File: src/rtl/rxto_pkg.sv
package rxto_pkg;

   typedef enum logic [1:0] {
      ST_WAIT    = 2'd0,
      ST_COUNT   = 2'd1,
      ST_EXPIRED = 2'd2
   } rxto_state_t;

endpackage

File: src/rtl/rxto_prescaler.sv
module rxto_prescaler #(
   parameter int PRESCALE = 4
) (
   input  logic clk,
   input  logic rst_n,
   input  logic clr,
   input  logic en,
   input  logic tick,
   output logic stride
);

   if (PRESCALE < 1) begin : g_bad_prescale
      $error("rxto_prescaler: PRESCALE must be at least 1");
   end

   if (PRESCALE == 1) begin : g_direct
      assign stride = en & tick;
   end else begin : g_divide
      localparam int PRE_W = $clog2(PRESCALE);
      localparam logic [PRE_W-1:0] PRE_LAST = PRE_W'(PRESCALE - 1);

      logic [PRE_W-1:0] phase_q;

      assign stride = en & tick & (phase_q == PRE_LAST);

      always_ff @(posedge clk or negedge rst_n) begin
         if (!rst_n) begin
            phase_q <= '0;
         end else if (clr) begin
            phase_q <= '0;
         end else if (en && tick) begin
            if (phase_q == PRE_LAST) phase_q <= '0;
            else                     phase_q <= phase_q + 1'b1;
         end
      end

      // a non-final tick advances the phase by exactly one
      a_r3_phase_step: assert property (@(posedge clk) disable iff (!rst_n)
         (en && tick && !clr && !stride) |=> (phase_q == $past(phase_q) + 1'b1));

      // the phase never leaves its range
      a_r3_phase_range: assert property (@(posedge clk) disable iff (!rst_n)
         phase_q <= PRE_LAST);
   end

endmodule

File: src/rtl/rxto_down_counter.sv
module rxto_down_counter #(
   parameter int VAL_W = 8
) (
   input  logic             clk,
   input  logic             rst_n,
   input  logic             load,
   input  logic [VAL_W-1:0] load_val,
   input  logic             dec,
   output logic [VAL_W-1:0] cnt,
   output logic             last
);

   if (VAL_W < 1) begin : g_bad_width
      $error("rxto_down_counter: VAL_W must be at least 1");
   end

   localparam logic [VAL_W-1:0] ONE = VAL_W'(1);

   logic [VAL_W-1:0] cnt_q;

   always_ff @(posedge clk or negedge rst_n) begin
      if (!rst_n) begin
         cnt_q <= '0;
      end else if (load) begin
         cnt_q <= load_val;
      end else if (dec) begin
         cnt_q <= cnt_q - 1'b1;
      end
   end

   assign cnt  = cnt_q;
   assign last = (cnt_q == ONE);

   // a step is never requested on an empty count
   a_r5_no_underflow: assert property (@(posedge clk) disable iff (!rst_n)
      dec |-> (cnt_q != '0));

   // a load captures the value presented with it
   a_r4_load_capture: assert property (@(posedge clk) disable iff (!rst_n)
      load |=> (cnt_q == $past(load_val)));

endmodule

File: src/rtl/rxto_ctrl.sv
module rxto_ctrl
   import rxto_pkg::*;
(
   input  logic        clk,
   input  logic        rst_n,
   input  logic        val_nz,
   input  logic        char_rx,
   input  logic        restart,
   input  logic        stride,
   input  logic        last,
   output rxto_state_t state,
   output logic        load,
   output logic        dec,
   output logic        pre_clr,
   output logic        pre_en,
   output logic        flag
);

   rxto_state_t state_q, state_d;
   logic        flag_q, flag_d;

   always_comb begin
      state_d = state_q;
      flag_d  = flag_q;
      load    = 1'b0;
      dec     = 1'b0;
      pre_clr = 1'b0;
      if (restart) begin
         state_d = ST_WAIT;
         flag_d  = 1'b0;
         pre_clr = 1'b1;
      end else begin
         unique case (state_q)
            ST_WAIT: begin
               if (char_rx && val_nz) begin
                  state_d = ST_COUNT;
                  load    = 1'b1;
                  pre_clr = 1'b1;
               end
            end
            ST_COUNT: begin
               if (char_rx) begin
                  pre_clr = 1'b1;
                  if (val_nz) load    = 1'b1;
                  else        state_d = ST_WAIT;
               end else if (stride) begin
                  dec = 1'b1;
                  if (last) begin
                     state_d = ST_EXPIRED;
                     flag_d  = 1'b1;
                  end
               end
            end
            ST_EXPIRED: begin
               state_d = ST_EXPIRED;
            end
            default: begin
               state_d = ST_WAIT;
            end
         endcase
      end
   end

   assign pre_en = (state_q == ST_COUNT) && !char_rx && !restart;

   always_ff @(posedge clk or negedge rst_n) begin
      if (!rst_n) begin
         state_q <= ST_WAIT;
         flag_q  <= 1'b0;
      end else begin
         state_q <= state_d;
         flag_q  <= flag_d;
      end
   end

   assign state = state_q;
   assign flag  = flag_q;

   // restart clears the flag and re-arms the wait, whatever else arrives
   a_r6_restart: assert property (@(posedge clk) disable iff (!rst_n)
      restart |=> (!flag_q && state_q == ST_WAIT));

   // the flag holds until a restart
   a_r7_sticky: assert property (@(posedge clk) disable iff (!rst_n)
      (flag_q && !restart) |=> flag_q);

   // expiry is a dead end until a restart
   a_r7_stopped: assert property (@(posedge clk) disable iff (!rst_n)
      (state_q == ST_EXPIRED && !restart) |=> (state_q == ST_EXPIRED));

   // a zero value never arms the timer
   a_r1_zero_no_arm: assert property (@(posedge clk) disable iff (!rst_n)
      (state_q == ST_WAIT && !val_nz && !restart) |=> (state_q == ST_WAIT));

   // without a character the wait persists
   a_r2_wait_first: assert property (@(posedge clk) disable iff (!rst_n)
      (state_q == ST_WAIT && !char_rx) |=> (state_q == ST_WAIT && !flag_q));

   // the flag appears only when leaving the counting state
   a_r5_flag_origin: assert property (@(posedge clk) disable iff (!rst_n)
      $rose(flag_q) |-> ($past(state_q) == ST_COUNT && state_q == ST_EXPIRED));

endmodule

File: src/rtl/rx_idle_timer.sv
module rx_idle_timer
   import rxto_pkg::*;
#(
   parameter int VAL_W    = 8,
   parameter int PRESCALE = 4
) (
   input  logic             clk,
   input  logic             rst_n,
   input  logic [VAL_W-1:0] timeout_val,
   input  logic             bit_tick,
   input  logic             char_rx,
   input  logic             restart,
   output logic             timeout_flag
);

   if (VAL_W < 1 || VAL_W > 32) begin : g_bad_val_w
      $error("rx_idle_timer: VAL_W must lie in 1..32");
   end

   logic             val_nz;
   logic             load, dec, pre_clr, pre_en, stride, last;
   logic [VAL_W-1:0] cnt;
   rxto_state_t      state;

   assign val_nz = |timeout_val;

   rxto_prescaler #(.PRESCALE(PRESCALE)) u_pre (
      .clk    (clk),
      .rst_n  (rst_n),
      .clr    (pre_clr),
      .en     (pre_en),
      .tick   (bit_tick),
      .stride (stride)
   );

   rxto_down_counter #(.VAL_W(VAL_W)) u_cnt (
      .clk      (clk),
      .rst_n    (rst_n),
      .load     (load),
      .load_val (timeout_val),
      .dec      (dec),
      .cnt      (cnt),
      .last     (last)
   );

   rxto_ctrl u_ctrl (
      .clk     (clk),
      .rst_n   (rst_n),
      .val_nz  (val_nz),
      .char_rx (char_rx),
      .restart (restart),
      .stride  (stride),
      .last    (last),
      .state   (state),
      .load    (load),
      .dec     (dec),
      .pre_clr (pre_clr),
      .pre_en  (pre_en),
      .flag    (timeout_flag)
   );

   // a counting timer always holds a non-zero count
   a_r5_count_live: assert property (@(posedge clk) disable iff (!rst_n)
      (state == ST_COUNT) |-> (cnt != '0));

endmodule

File: config.mk
export PLATFORM = sky130hd
export DESIGN_NAME = rx_idle_timer
export DESIGN_NICKNAME = d
export VERILOG_FILES = /design/src/rtl/rxto_pkg.sv /design/src/rtl/rxto_prescaler.sv /design/src/rtl/rxto_down_counter.sv /design/src/rtl/rxto_ctrl.sv /design/src/rtl/rx_idle_timer.sv
export SDC_FILE = /design/constraint.sdc
export NUM_CORES = 1
export LEC_CHECK = 0
export CAP_MARGIN = 20
export CORE_MARGIN = 2
export CORE_UTILIZATION = 45
export CTS_CLUSTER_DIAMETER = 50
export DETAILED_ROUTE_END_ITERATION = 6
export DONT_BUFFER_PORTS = 1
export PLACE_DENSITY = 0.73
export SLEW_MARGIN = 20
export SYNTH_ARGS = -nofsm -noshare
export SYNTH_HDL_FRONTEND = slang
export SYNTH_SLANG_ARGS = --single-unit
File: constraint.sdc
create_clock -name clk -period 1.8 [get_ports clk]
set_clock_uncertainty 0.2 [all_clocks]
set_input_delay 0.27 -clock clk [delete_from_list [all_inputs] [get_ports clk]]
set_output_delay 0.27 -clock clk [all_outputs]
set_load 0.05 [all_outputs]
==> results.cfg, run 1 <==
[floorplan]
dieHeight_um = 45.6
ios = 14
fp-row-count = 15
core_mm2 = 0.00167
dieArea_mm2 = 0.00208
die_w_um = 45.6
start_util_pct = 46.5

[power]
intPower_mw = 0.477
peakVddDrop_mv = 0.383
power.clock.fraction_pct = 28.4
p_per_area_mw_per_mm2 = 640
p_leak_nw = 0.426
post-layout-total-power_mw = 0.665
p_sw_mw = 0.188
swShare_pct = 28.3
seqPwrFrac_pct = 52.1
power_frac_comb_pct = 19.6

[cts]
tritoncts = done
cts_max_level = 1
cts_sinks = 13
clk-insertion-delay-late_ns = 0.29
clockBufferDepth = 2
cts_buffers = 3
clk_pin_slew_ns = 0.08
cts_root_buf = clkbuf_4

[setup_path]
worstPathRequired_ns = 1.79
crit_fanout = 6
crit_type = flip-flop to flip-flop
rr_endpoint = u_cnt.cnt[2]
ff2ff_setup_slack_ns = 0.01
r2r_cells = 5
timing.rr.start = u_ctrl.state[1]
worstPathArrival_ns = 1.78
worstSetupStartpointType = flip-flop
end_kind = flip-flop

[sta]
slew_headroom_pct = 61.3
final_max_slew_viol_count = 0
worstMarginPinSlew_ns = 0.579
hold_viol = 0
tns_ns = 0
min_period_ns = 1.79
period_share_pct = 99.4
worst_hold_slack_ns = 0.0137
rsz0062_at_grt = yes
setup_viol = 0
fmax_mhz = 559
setup_ws_ns = 0.0112

[logic_synthesis]
yosysTopAreaCellShare_pct = 41.9
synthDistinctLibCells = 34
synth_area_um2 = 777
syn_nets = 93
synth_top_area_cell = dfrtp_1
synthFlopType = dfrtp_1
synth_area_leaders = dfrtp_1 42%, ha_1 4.8%, nand4_1 4.0%, a221o_1 3.9%, nor4b_4 3.1%
synth-seq-area-share_pct = 41.9
synthArstFlopShare_pct = 100
syn_inst = 77
ys_ff_latch = 13
synth_edf_count = 0
ys_warn_count = 0
avgSynthCellArea_um2 = 10.1

[global_route]
grt_pass1_vias = 709
gr-usage-all-layers_pct = 21.4
antenna_found_initial = 0
grt.overflow.total = 0
grt_pass1_wl_um = 3040
grt_max_degree = 15

[detailed_routing]
wl_um = 2030
drc = 0
dr.pass1.iters = 4
first_iter_violations = 14
ant_nets = 0
num_vias = 728
post_drt_wl_per_cell_um = 17.1
vias_per_cell = 6.12

[flow_run]
max_cap_viol_count = 0

[place]
dp_hpwl_um = 1300
port_buffers = 0
pre_cts_ws_ns = -0.0716
placed_cell_area_um2 = 865
routabilityCongestion = 0.823

[cells_and_area]
nets = 119
area_delta_synth_final_pct = 33.8
antennaDiodeCount = 0
final_cell_area_mm2 = 0.00104
fillers = 124
drive_above_1_share_pct = 27.5

[worst_hold_path]
min-delay-start = char_rx
hold_end = u_pre.g_divide.phase_q[0]
hp-class = input pin to flip-flop
whs_path_depth = 2

[outcome]
status = finished clean
critical path, stage by stage (launching register included):
cell	delay (ns)
dfrtp_2	0.44
nor4b_4	0.29
buf_4	0.22
nand3_4	0.08
mux2_4	0.30
o21a_1	0.16
metal layers:
| metal | wire, um | track usage [%] | share of wire [%] |
|---|---|---|---|
| met5 | 0 | 0 | 0 |
| met4 | 83 | 12.4 | 4.1 |
| met3 | 143 | 5.16 | 7.0 |
| met2 | 961 | 37.7 | 47 |
| met1 | 843 | 22.8 | 41 |
worst max path at each step:
stage	start	end	slack, ns	cells past startpoint
after detailed placement	timeout_val[0]	u_cnt.cnt[2]	-0.07	5
after CTS	u_ctrl.state[1]	u_cnt.cnt[2]	-0.004	5
after floorplan	u_ctrl.state[1]	u_cnt.cnt[2]	0.04	4
after global routing	u_ctrl.state[1]	u_cnt.cnt[2]	-0.07	5
final	u_ctrl.state[1]	u_cnt.cnt[2]	0.01	5
after global placement	timeout_val[0]	u_cnt.cnt[2]	-0.03	5
logic make-up after synthesis:
family / synth area share, %
simple gates: 25.9
compound gates: 16.6
mux: 3.38
fa+ha+maj: 4.83
buf+inv: 4.02
xor+xnor: 3.38
flops: 41.9
state kept, by name, indices dropped and copies added, names as in the netlist:
name / count
u_pre.g_divide.phase_q: 2
u_ctrl.flag: 1
u_ctrl.state: 2
u_cnt.cnt: 8
power by group through the flow:
stage,registers [mW],clock network (mW),logic (mW)
final,0.346,0.189,0.130
after global routing,0.349,0.200,0.142
after CTS,0.345,0.195,0.124
after detailed placement,0.349,0,0.0959
after global placement,0.348,0,0.0935
after floorplan,0.345,0,0.0700
cell usage after synthesis, types with 2 or more instances:
| library cell | number |
|---|---|
| ha_1 | 3 |
| nor4_1 | 2 |
| nand3b_1 | 2 |
| nand2_1 | 6 |
| o21ai_0 | 4 |
| nand4_1 | 5 |
| a221o_1 | 3 |
| nor4b_1 | 2 |
| or3_1 | 2 |
| nor2_1 | 3 |
| dfrtp_1 | 13 |
| nor3b_1 | 2 |
| xor2_1 | 2 |
| a21oi_1 | 3 |
| inv_1 | 6 |
cell usage in the layout, fill, tap and decap left out, drive strengths merged, types with 3 or more instances in the layout:
cell type,netlist,routed
a21oi,3,3
a221o,3,3
buf,1,12
clkbuf,1,4
dfrtp,13,13
dlygate4sd3,0,11
ha,3,3
inv,6,6
nand2,6,6
nand4,5,5
nor2,3,3
nor4b,3,3
o21ai,4,4
timing repair:
| action | 4_1_cts | 5_1_grt |
|---|---|---|
| pin swaps | 0 | 1 |
| setup buffers | 0 | 2 |
| hold endpoints to repair | 25 | 0 |
| resized for setup | 2 | 4 |
| setup endpoints to repair | 2 | 7 |
| hold buffers | 11 | 0 |
cell type report:
type	count	area (um2)	area share [%]
Clock buffer	4	26.3	2.53
Sequential cell	13	327	31.4
Inverter	6	22.5	2.17
Timing Repair Buffer	23	200	19.3
Tap cell	17	21.3	2.05
Multi-Input combinational cell	56	443	42.6
per-stage QoR:
| step | util, % | std cells |
|---|---|---|
| floorplan | - | 77 |
| global placement | 51.8 | 102 |
| detailed placement | 51.8 | 102 |
| CTS | 60.7 | 117 |
| global route | 62.2 | 119 |
| finish | 62.2 | 119 |
Note: power is estimated with default switching activity, not from simulation.
==> inputs of run 2 (changes only) <==
- CORE_MARGIN: 2 -> unset
==> run 2 against run 1 <==
  * Largest cell class unchanged
  * Hold slack hardly changed
  * The flow now finishes with violations (design-rule violations, negative setup slack)
  * Die area fell by 8.6%
  * Largest power group unchanged
  * Sequential share of layout area fell by 1.5 points
  * Register-to-register slack is essentially flat
  * Combinational power is 8% higher
  * Routed wire length grew 0.34%
==> results.cfg, run 2 (synthesis results as in run 1) <==
[cells_and_area]
nets = 122
layoutNonFillerInstCount = 121
largest_reg_flops = 8
fillers = 107
utilization_pct = 70.0
area_delta_synth_final_pct = 40.4
layout_common_cells = 15 x buf_4, 12 x dfrtp_1, 10 x dlygate4sd3_1
mostFrequentLayoutCell = buf_4
drive_above_1_share_pct = 31.4
seqCellArea_um2 = 327
antennaDiodeCount = 0
multi_input_area_um2 = 463

[sta]
final_max_slew_viol_count = 0
min_period_ns = 1.81
hold_viol = 0
setup_viol = 1
tns_ns = -0.00719
worstMarginPinSlew_ns = 0.598
rsz0062_at_grt = yes
fmax_mhz = 553
period_share_pct = 100
setup_ws_ns = -0.00719
slew_headroom_pct = 59.8

[flow_run]
max_cap_viol_count = 0

[cts]
cts_root_buf = clkbuf_4
cts_max_level = 1
tritoncts = done
cts_sinks = 13
clk-insertion-delay-late_ns = 0.27
clk_pin_slew_ns = 0.08
clockBufferDepth = 2
cts_buffers = 3

[setup_path]
worstPathRequired_ns = 1.77
crit_fanout = 7
crit_type = input pin to flip-flop
end_kind = flip-flop
cp_num_buf_inv = 2
cp_common_cell = buf_4
worstSetupStartpointType = input pin
cp_slowest_cell = nor4_1
critPathTopFamily = simple AND/OR/NAND/NOR gates
cp_cell_sequence = nor4_1, a2111oi_4, buf_4, buf_4, mux2_4, o21a_1
worstPathArrival_ns = 1.77
cpPeakStageDelay_ns = 0.54

[detailed_routing]
ant_nets = 0
post_drt_wl_per_cell_um = 16.9
first_iter_violations = 39
dr.pass1.iters = 6
vias_per_cell = 5.96
drc = 2
num_vias = 721
wl_um = 2040

[floorplan]
start_util_pct = 49.8
fp-row-count = 14
die_w_um = 43.6
dieHeight_um = 43.6
ios = 14
dieArea_mm2 = 0.00190
core_mm2 = 0.00156

[global_route]
gr-usage-all-layers_pct = 23.6
grt_max_degree = 14
grt_pass1_vias = 709
grt.overflow.total = 0
grt_pass1_wl_um = 3290
antenna_found_initial = 0

[power]
post-layout-total-power_mw = 0.663
p_per_area_mw_per_mm2 = 608
p_leak_nw = 0.450
peakVddDrop_mv = 0.417

[worst_hold_path]
hp-class = input pin to flip-flop

[place]
place_inst = 101
dp_hpwl_um = 1260
port_buffers = 0
routabilityCongestion = 0.914

[outcome]
violations = design-rule violations, negative setup slack
status = finished with violations
## run 2: repair_timing
item	in CTS	in global routing
resized for setup	1	13
endpoints found under the setup margin	4	7
hold buffers	10	0
buffers inserted	2	4
hold endpoints to repair	24	0
pin swaps	0	6
## run 2: worst paths after layout
kind	slack, ns	startpoint	end	cells past startpoint
setup reg to reg	0.01	u_ctrl.state[1]	u_cnt.cnt[0]	5
hold / removal	0.01	bit_tick	u_pre.g_divide.phase_q[1]	3
min in group asynchronous	0.23	rst_n	u_cnt.cnt[1]	1
setup / recovery	-0.007	timeout_val[4]	u_cnt.cnt[2]	6
max in group asynchronous	0.75	rst_n	u_ctrl.state[1]	1
hold reg to reg	0.29	u_ctrl.state[0]	u_ctrl.state[1]	1
## run 2: worst reg2reg max path, cell delays in order, from the launching register on
cell,delay (ns)
dfrtp_2,0.43
nor4b_4,0.34
buf_12,0.16
and3_4,0.20
nor2_2,0.05
a221o_1,0.29
## run 2: layout make-up
class                   instances  share of cell area, %
flip-flops and latches         13                   29.9
well taps                      16                   1.83
clock buffers                   4                   2.41
repair buffers                 26                   21.3
multi-input cells              56                   42.4
inverters                       6                   2.06
## run 2: report_power, final
part | internal [mW] | switching, mW | leakage (nW)
sequential | 0.318 | 0.0285 | 0.164
clock | 0.0858 | 0.0911 | 0.0150
combinational | 0.0791 | 0.0611 | 0.271
## run 2: per-stage QoR
step / worst slack [ns] / instance area (um2) / hold slack (ns)
after floorplan: 0.0437 / 777 / -0.226
after global placement: 0.00340 / 876 / -0.225
after detailed placement: -0.0436 / 876 / -0.225
after CTS: 0.0472 / 1020 / 0.00442
after global routing: -0.0605 / 1090 / 0.00924
final: -0.00719 / 1090 / 0.0136
## run 2: routing by layer
layer / vias up / track usage, % / wire length (um)
li1: 345 / - / -
met1: 347 / 31.7 / 936
met2: 25 / 37.0 / 957
met3: 4 / 6.25 / 122
met4: 0 / 7.50 / 22
met5: - / 0 / 0
==> inputs of run 3 (changes only) <==
- SYNTH_HIERARCHICAL: unset -> 1
==> run 3 against run 2 <==
  * The run ends with negative setup slack left
  * Via count grew 4.4%
  * Register-to-register slack got worse by 0.42 ns
  * Synthesized cell count rose by 1.3%
  * Die area down 1.2%
  * Combinational power rose by 8%
  * Final area increased by 4.2%
  * Utilization increased by 3.8 points
  * Critical path depth is the same
  * Count of clock-buffer cells in the layout is the same
  * First-iteration DRC count down 41%
  * Setup slack lost 0.40 ns
  * Critical endpoint is now u_cnt/cnt[7]
  * Largest cell class unchanged
  * Largest power group unchanged
  * Highest routed layer unchanged
==> results.cfg, run 3 <==
[place]
dp_hpwl_um = 1340
placed_cell_area_um2 = 915
routabilityCongestion = 0.820
place_inst = 109
port_buffers = 0

[detailed_routing]
dr.pass1.iters = 4
wl_um = 2110
vias_per_cell = 5.98
drc = 0
post_drt_wl_per_cell_um = 16.8
num_vias = 753
first_iter_violations = 23
ant_nets = 0

[floorplan]
dieArea_mm2 = 0.00187
dieHeight_um = 43.3
core_mm2 = 0.00154
ios = 14
fp-row-count = 14
die_w_um = 43.3
start_util_pct = 49.8

[cells_and_area]
drive_above_1_share_pct = 35.5
fillers = 101
seqCellArea_um2 = 325
final_cell_area_mm2 = 0.00114
utilization_pct = 73.8
mostFrequentLayoutCell = buf_4
nets = 127
area_delta_synth_final_pct = 48.3
layout_common_cells = 14 x buf_4, 13 x dfrtp_1, 11 x dlygate4sd3_1
layoutNonFillerInstCount = 126
largest_reg_flops = 8
multi_input_area_um2 = 490
antennaDiodeCount = 0

[power]
p_sw_mw = 0.198
power_frac_comb_pct = 22.1
p_per_area_mw_per_mm2 = 601
power.clock.fraction_pct = 28.0
intPower_mw = 0.487
swShare_pct = 28.9
p_leak_nw = 0.494
post-layout-total-power_mw = 0.684
peakVddDrop_mv = 0.433
seqPwrFrac_pct = 49.9

[logic_synthesis]
synth_area_leaders = dfrtp_1 42%, nand2_1 5.4%, ha_1 4.9%, o21ai_0 4.6%, and4bb_2 3.3%
syn_inst = 78
synthFlopType = dfrtp_1
synth.most_common_cell = dfrtp_1
avgSynthCellArea_um2 = 9.83
ys_warn_count = 6
synth_area_um2 = 767
synthArstFlopShare_pct = 100
syn_nets = 94
synthDistinctLibCells = 29
yosysTopAreaCellShare_pct = 42.4
ys_ff_latch = 13
synth_edf_count = 0
synth_commonest_cells = 13 x dfrtp_1, 11 x nand2_1, 7 x o21ai_0, 5 x nor2_1, 4 x inv_1
synth_top_area_cell = dfrtp_1
synth-seq-area-share_pct = 42.4

[sta]
hold_viol = 0
setup_viol = 11
rsz0062_at_grt = yes
fmax_mhz = 453
min_period_ns = 2.21
setup_ws_ns = -0.410
tns_ns = -1.79
period_share_pct = 123
worstMarginPinSlew_ns = 0.622
slew_headroom_pct = 58.4
final_max_slew_viol_count = 0

[cts]
clk_pin_slew_ns = 0.10
cts_max_level = 1
clk-insertion-delay-late_ns = 0.29
cts_buffers = 3
cts_sinks = 13
clockBufferDepth = 2
tritoncts = done
cts_root_buf = clkbuf_4

[setup_path]
rr_endpoint = u_cnt/cnt[7]
cp_cell_sequence = nor4b_4, and3_4, and2_4, or3b_4, or4_1, a31oi_1
end_kind = flip-flop
worstPathArrival_ns = 2.23
worstPathRequired_ns = 1.82
crit_fanout = 5
worstSetupStartpointType = flip-flop
crit_type = flip-flop to flip-flop
ff2ff_setup_slack_ns = -0.41
cp_num_buf_inv = 0
critPathTopFamily = simple AND/OR/NAND/NOR gates
cp_slowest_cell = dfrtp_1
timing.rr.start = u_ctrl/state[1]
cpPeakStageDelay_ns = 0.41
r2r_cells = 6

[global_route]
grt_max_degree = 14
grt.overflow.total = 0
grt_pass1_vias = 766
gr-usage-all-layers_pct = 24.9
grt_pass1_wl_um = 3290
antenna_found_initial = 0

[worst_hold_path]
whs_path_depth = 2
hold_end = u_ctrl/state[1]
min-delay-start = restart
hp-class = input pin to flip-flop

[outcome]
status = finished with violations
violations = negative setup slack

[flow_run]
max_cap_viol_count = 0
==> run 3: cell types whose count changed after synthesis, sizes merged, moves of 3 or more <==
cell,delta
or4,+4
nand4,-5
o21ai,+3
nand2,+5
a221o,-3
==> run 3: cell families (layout without fill, tap and decap cells) <==
family | Yosys count | in the layout | synth area share, %
DFF | 13 | 13 | 42.4
AOI/OAI and AO/OA | 19 | 19 | 16.8
adders and majority gates | 3 | 3 | 4.89
buffers and inverters | 5 | 37 | 2.45
xor gates and xnor gates | 3 | 3 | 3.43
and+or+nand+nor | 35 | 35 | 30.0
==> run 3: metal layers <==
layer	share of wire, %	vias up	wire, um	global-route usage, %
met5	0	-	0	0
met4	1.4	0	29	10.9
met3	8.4	4	177	5.11
met2	49	41	1030	42.1
met1	41	352	870	30.2
li1	-	356	-	-
==> run 3: repair_timing <==
| action | in CTS | in global routing |
|---|---|---|
| resized for setup | 10 | 9 |
| pin swaps | 5 | 12 |
| endpoints found under the hold margin | 24 | 0 |
| buffers inserted | 2 | 2 |
| cloned | 0 | 0 |
| setup endpoints to repair | 9 | 11 |
| hold buffers | 11 | 0 |
==> run 3: metrics by stage <==
step           setup WS, ns  hold slack [ns]
2_1_floorplan        -0.658           -0.226
3_3_place_gp         -0.411           -0.225
3_5_place_dp         -0.475           -0.225
4_1_cts              -0.454           0.0523
5_1_grt              -0.511           0.0365
6_report             -0.410           0.0560
==> run 3: how the worst max path moves through the flow <==
stage	cells after the start	to	from
after floorplan	6	u_cnt/cnt[7]	u_ctrl/state[1]
after global placement	6	u_cnt/cnt[7]	u_ctrl/state[1]
after detailed placement	6	u_cnt/cnt[7]	u_ctrl/state[1]
after CTS	6	u_cnt/cnt[7]	u_ctrl/state[1]
after global routing	6	u_cnt/cnt[7]	u_ctrl/state[1]
final	6	u_cnt/cnt[7]	u_ctrl/state[1]
==> run 3: cell type report <==
type,instances,area share [%]
multi-input combinational,60,43.1
sequential,13,28.6
timing repair buffer,29,22.9
clock buffer,4,2.31
tap,16,1.76
inverter,4,1.32
==> run 3: power by group through the flow <==
stage | clock, mW | combinational (mW) | sequential (mW)
2_1_floorplan | 0 | 0.0585 | 0.341
3_3_place_gp | 0 | 0.0996 | 0.341
3_5_place_dp | 0 | 0.104 | 0.342
4_1_cts | 0.188 | 0.136 | 0.338
5_1_grt | 0.210 | 0.165 | 0.344
6_report | 0.191 | 0.151 | 0.341
